## config.mk

```make
export PLATFORM = sky130hd
export DESIGN_NAME = vme_fault_watch
export DESIGN_NICKNAME = d
export VERILOG_FILES = /design/src/rtl/vme_fault_watch.sv
export SDC_FILE = /design/constraint.sdc
export NUM_CORES = 1
export LEC_CHECK = 0
export ABC_AREA = 1
export BUFFER_PORTS_ARGS = -buffer_cell sky130_fd_sc_hd__buf_2
export CAP_MARGIN = 20
export CORE_MARGIN = 1
export CORE_UTILIZATION = 38
export CTS_CLUSTER_DIAMETER = 80
export DETAILED_ROUTE_END_ITERATION = 16
export GPL_ROUTABILITY_DRIVEN = 0
export PLACE_DENSITY_LB_ADDON = 0.1
export SYNTH_ARGS = -nofsm -noshare
export SYNTH_HDL_FRONTEND = slang
export SYNTH_SLANG_ARGS = --single-unit
```

## constraint.sdc

```tcl
create_clock -name clk -period 1.5 [get_ports clk]
set_clock_uncertainty 0.2 [all_clocks]
set_input_delay 0.225 -clock clk [delete_from_list [all_inputs] [get_ports clk]]
set_output_delay 0.225 -clock clk [all_outputs]
set_load 0.03 [all_outputs]
```

## src/rtl/vme_fault_watch.sv

```systemverilog
module vme_fault_watch #(
  parameter int CLK_PER_US   = 2,
  parameter int LOCAL_TO_US  = 14000,
  parameter int GLB_SHORT_US = 50,
  parameter int GLB_LONG_US  = 57
) (
  input  logic       clk,
  input  logic       rst_n,
  input  logic       cpu_req,
  input  logic       cpu_ack,
  input  logic       ds0_n,
  input  logic       ds1_n,
  input  logic       berr_n,
  input  logic       is_master,
  input  logic       sys_ctrl,
  input  logic       rmw_fault,
  input  logic       to_sel,
  output logic       exc_pulse,
  output logic [1:0] exc_cause,
  output logic       berr_pull
);
  localparam int PW = (CLK_PER_US > 1) ? $clog2(CLK_PER_US) : 1;
  localparam int LW = $clog2(LOCAL_TO_US + 1);
  localparam int GW = $clog2(GLB_LONG_US + 1);

  logic [PW-1:0] pre;
  logic [LW-1:0] loc_cnt;
  logic [GW-1:0] g_cnt;
  logic          qb_q, rmw_q;

  wire tick      = (pre == PW'(CLK_PER_US - 1));
  wire loc_busy  = cpu_req && !cpu_ack;
  wire loc_fire  = loc_busy && tick && (loc_cnt == LW'(LOCAL_TO_US - 1));
  wire strobe_on = !ds0_n || !ds1_n;
  wire glb_run   = sys_ctrl && strobe_on;
  wire [GW-1:0] g_lim = to_sel ? GW'(GLB_LONG_US) : GW'(GLB_SHORT_US);
  wire qb        = is_master && !berr_n;
  wire berr_evt  = qb && !qb_q;
  wire rmw_evt   = rmw_fault && !rmw_q;

  always_ff @(posedge clk) begin
    if (!rst_n) pre <= '0;
    else        pre <= tick ? '0 : pre + 1'b1;
  end

  always_ff @(posedge clk) begin
    if (!rst_n || !loc_busy)                        loc_cnt <= '0;
    else if (tick && loc_cnt != LW'(LOCAL_TO_US))   loc_cnt <= loc_cnt + 1'b1;
  end

  always_ff @(posedge clk) begin
    if (!rst_n || !glb_run) begin
      g_cnt     <= '0;
      berr_pull <= 1'b0;
    end else if (tick) begin
      if (g_cnt < g_lim)          g_cnt     <= g_cnt + 1'b1;
      if (g_cnt >= g_lim - 1'b1)  berr_pull <= 1'b1;
    end
  end

  always_ff @(posedge clk) begin
    if (!rst_n) begin
      qb_q      <= 1'b0;
      rmw_q     <= 1'b0;
      exc_pulse <= 1'b0;
      exc_cause <= 2'b00;
    end else begin
      qb_q      <= qb;
      rmw_q     <= rmw_fault;
      exc_pulse <= rmw_evt || berr_evt || loc_fire;
      if (rmw_evt)       exc_cause <= 2'b11;
      else if (berr_evt) exc_cause <= 2'b10;
      else if (loc_fire) exc_cause <= 2'b01;
    end
  end

  assert_no_drive_off_R11: assert property (@(posedge clk) disable iff (!rst_n)
    !sys_ctrl |=> !berr_pull);
  assert_release_R9: assert property (@(posedge clk) disable iff (!rst_n)
    (ds0_n && ds1_n) |=> !berr_pull);
  assert_pulse_has_cause_R7: assert property (@(posedge clk) disable iff (!rst_n)
    exc_pulse |-> exc_cause != 2'b00);
  assert_berr_qualified_R4: assert property (@(posedge clk) disable iff (!rst_n)
    (exc_pulse && exc_cause == 2'b10) |-> ($past(is_master) && !$past(berr_n)));
  assert_rmw_wins_R5: assert property (@(posedge clk) disable iff (!rst_n)
    $rose(rmw_fault) |=> (exc_pulse && exc_cause == 2'b11));
  assert_drive_rise_R8: assert property (@(posedge clk) disable iff (!rst_n)
    $rose(berr_pull) |-> ($past(sys_ctrl) && (!$past(ds0_n) || !$past(ds1_n))));
endmodule

```

==> results.sh <==
export IMPL_power_leakage_nw=1.01
export IMPL_p_sw_mw=0.368
export IMPL_required_ns=1.47
export IMPL_htree_levels=1
export IMPL_dp_cells=329
export IMPL_power_internal_mw=1.00
export IMPL_syn_area_per_cell_um2=6.73
export IMPL_synth_fp_nets=255
export IMPL_end_kind="register"
export IMPL_outcome="finished with violations"
export IMPL_power_switching_share=0.269
export IMPL_diodes=0
export IMPL_max_slew_margin_rel=0.743
export IMPL_maxCapViolations=0
export IMPL_io_buffers=14
export IMPL_final_nets=310
export IMPL_route_antenna_remaining_nets=0
export IMPL_die_area_um2=4460
export IMPL_routed_wl_um=3730
export IMPL_peakVddDrop_v=0.000679
export IMPL_whs_ns=0.177
export IMPL_netlist_instances=237
export IMPL_cpMaxStageDelayCell="dfxtp_2"
export IMPL_setup_viol=15
export IMPL_synth_cell_area_um2=1590
export IMPL_rows=23
export IMPL_cp_arrival_ns=1.53
export IMPL_core_um2=4000
export IMPL_crit_family="simple AND/OR/NAND/NOR gates"
export IMPL_violations="setup timing"
export IMPL_layout_cells_most_common_list="nand2_1, buf_4, inv_1"
export IMPL_area_growth_syn_to_layout_pct=45.8
export IMPL_synth_ff_type="dfxtp_1"
export IMPL_yosys_cell_types_count=27
export IMPL_grt_pass1_vias=1465
export IMPL_die_width_um=66.8
export IMPL_post_drt_wl_per_cell_um=10.9
export IMPL_crit_path_start_kind="register"
export IMPL_path_clk_slew_ns=0.10
export IMPL_final_util=0.581
export IMPL_hold_violations=0
export IMPL_fin_crit_sh=1.04
export IMPL_r2r_setup_slack_ns=-0.07
export IMPL_cp_cell_sequence="ha_4 > inv_4 > nor3_4 > nand2_2 > nand2_4 > inv_8 > nand2_2 > a21oi_1"
export IMPL_p_per_area_nw_per_um2=589
export IMPL_hold_class="input pin to register"
export IMPL_cts_sinks=27
export IMPL_fmax_mhz=638
export IMPL_synth_seq_area_share=0.339
export IMPL_clock_latency_ns=0.28
export IMPL_seq_power_share=0.538
export IMPL_ys_ff_latch=27
export IMPL_async_reset_ff_frac=0
export IMPL_yosysWarnings=0
export IMPL_power_frac_comb=0.134
export IMPL_vias=1575
export IMPL_numCtsBuffers=3
export IMPL_antenna_found_initial=0
export IMPL_grt_total_usage=0.177
export IMPL_total_power_mw=1.37
export IMPL_root_buffer="clkbuf_8"
export IMPL_drive_above_1_share=0.454
export IMPL_worstSetupPathType="register to register"
export IMPL_mostFrequentLayoutCell="nand2_1"
export IMPL_boundaryPins=15
export IMPL_hpwlAfterDp_um=2650
export IMPL_fin_ws_ns=-0.0674
export IMPL_fin_cells=341
export IMPL_routed_via_density=4.62
export IMPL_grt_max_degree=18
export IMPL_cts_tree="done"
export IMPL_drc=0
export IMPL_first_iter_violations=78
export IMPL_start_util=0.398
export IMPL_rsz0062_at_grt="yes"
export IMPL_grt_pass1_wl_um=6080
export IMPL_path_buf_inv=2
export IMPL_cpMostUsedCell="nand2_2"
export IMPL_fin_crit_ns=1.57
export IMPL_n_fill_cell=392
export IMPL_p_clk_frac=0.328
export IMPL_first_pass_iters=4
export IMPL_die_y_um=66.8
export IMPL_worstPathMaxFanout=7
export IMPL_report_final_slew_viol_count=0
export IMPL_grt_overflow=0
export IMPL_cp_slowest_stage_delay_ns=0.35
export IMPL_synth_edf_count=0
export IMPL_cts_max_path_buffers=2
export IMPL_worstMarginPinSlew_ns=0.385
layer usage:
metal | wire length [um] | track usage | vias to the layer above
met4 | 24 | 0.0239 | 0
li1 | - | - | 849
met2 | 1830 | 0.313 | 22
met5 | 0 | 0 | -
met1 | 1800 | 0.223 | 702
met3 | 79 | 0.0360 | 2
worst min-delay path: stages:
cell,delay (ns)
buf_2,0.07
inv_1,0.03
nand2_1,0.08
nor2_1,0.06
nand3_2,0.09
a21oi_1,0.06
power groups by stage:
| stage | Sequential, mW | Combinational (mW) | Clock, mW |
|---|---|---|---|
| after detailed placement | 0.753 | 0.137 | 0 |
| after global placement | 0.753 | 0.136 | 0 |
| final | 0.736 | 0.183 | 0.449 |
| after global routing | 0.738 | 0.201 | 0.492 |
| after CTS | 0.737 | 0.156 | 0.468 |
| after floorplan | 0.767 | 0.0705 | 0 |
layout make-up:
class	instances	area (um2)	share of cell area
clock buffers	3	41.3	0.0178
clock inverters	1	8.76	0.00377
inverters	34	146	0.0630
multi-input cells	171	1110	0.478
flip-flops and latches	27	554	0.239
well taps	50	62.6	0.0269
repair buffers	55	399	0.172
flip-flops by register name (all words and copies together) (netlist names):
name / cells
berr_pull: 1
rmw_q: 1
qb_q: 1
pre: 1
exc_pulse: 1
exc_cause: 2
g_cnt: 6
loc_cnt: 14
timing repair:
action	CTS	global route
endpoints found under the hold margin	2	0
hold buffers	4	0
setup buffers	2	2
pin swaps	10	23
resized for setup	22	53
setup endpoints to repair	21	23
synthesized netlist by cell type, types with 2 or more instances:
cell | instances | area share
nand2_1 | 72 | 0.17
inv_1 | 31 | 0.073
dfxtp_1 | 27 | 0.34
nor2_1 | 26 | 0.061
nand3_1 | 17 | 0.053
a21oi_1 | 10 | 0.031
a21oi_2 | 8 | 0.044
ha_1 | 7 | 0.055
nand4_1 | 6 | 0.024
nand2_2 | 4 | 0.016
xnor2_1 | 4 | 0.022
xor2_1 | 4 | 0.022
inv_2 | 3 | 0.0071
clkbuf_1 | 2 | 0.0047
nor2_2 | 2 | 0.0078
nor3_1 | 2 | 0.0063
o21ai_1 | 2 | 0.0063
path summary, 6_finish.rpt:
| kind | endpoint | cells after the start | from |
|---|---|---|---|
| worst max register to register | g_cnt[4] | 8 | g_cnt[3] |
| worst max-delay path | g_cnt[4] | 8 | g_cnt[3] |
| worst min-delay path | exc_pulse | 6 | cpu_ack |
| worst min register to register | exc_cause[1] | 2 | exc_cause[1] |
stage by stage:
step	setup TNS (ns)	cell area, um2	worst slack (ns)
2_1_floorplan	0	1600	0.0133
5_1_grt	-2.36	2320	-0.154
3_5_place_dp	-2.02	1940	-0.163
4_1_cts	-0.239	2120	-0.0468
6_report	-0.633	2320	-0.0674
3_3_place_gp	-1.84	1940	-0.138
logic make-up (layout without fill, tap and decap cells):
family                   after synthesis  in the layout  synth area share
buffers and inverters                 39             93             0.108
adder cells (fa/ha/maj)                7              7            0.0549
XOR/XNOR                               8              8            0.0440
AO/OA/AOI/OAI                         23             23            0.0942
flip-flops                            27             27             0.339
AND/OR/NAND/NOR                      133            133             0.360
No activity file was read; power rests on OpenSTA's default activity.
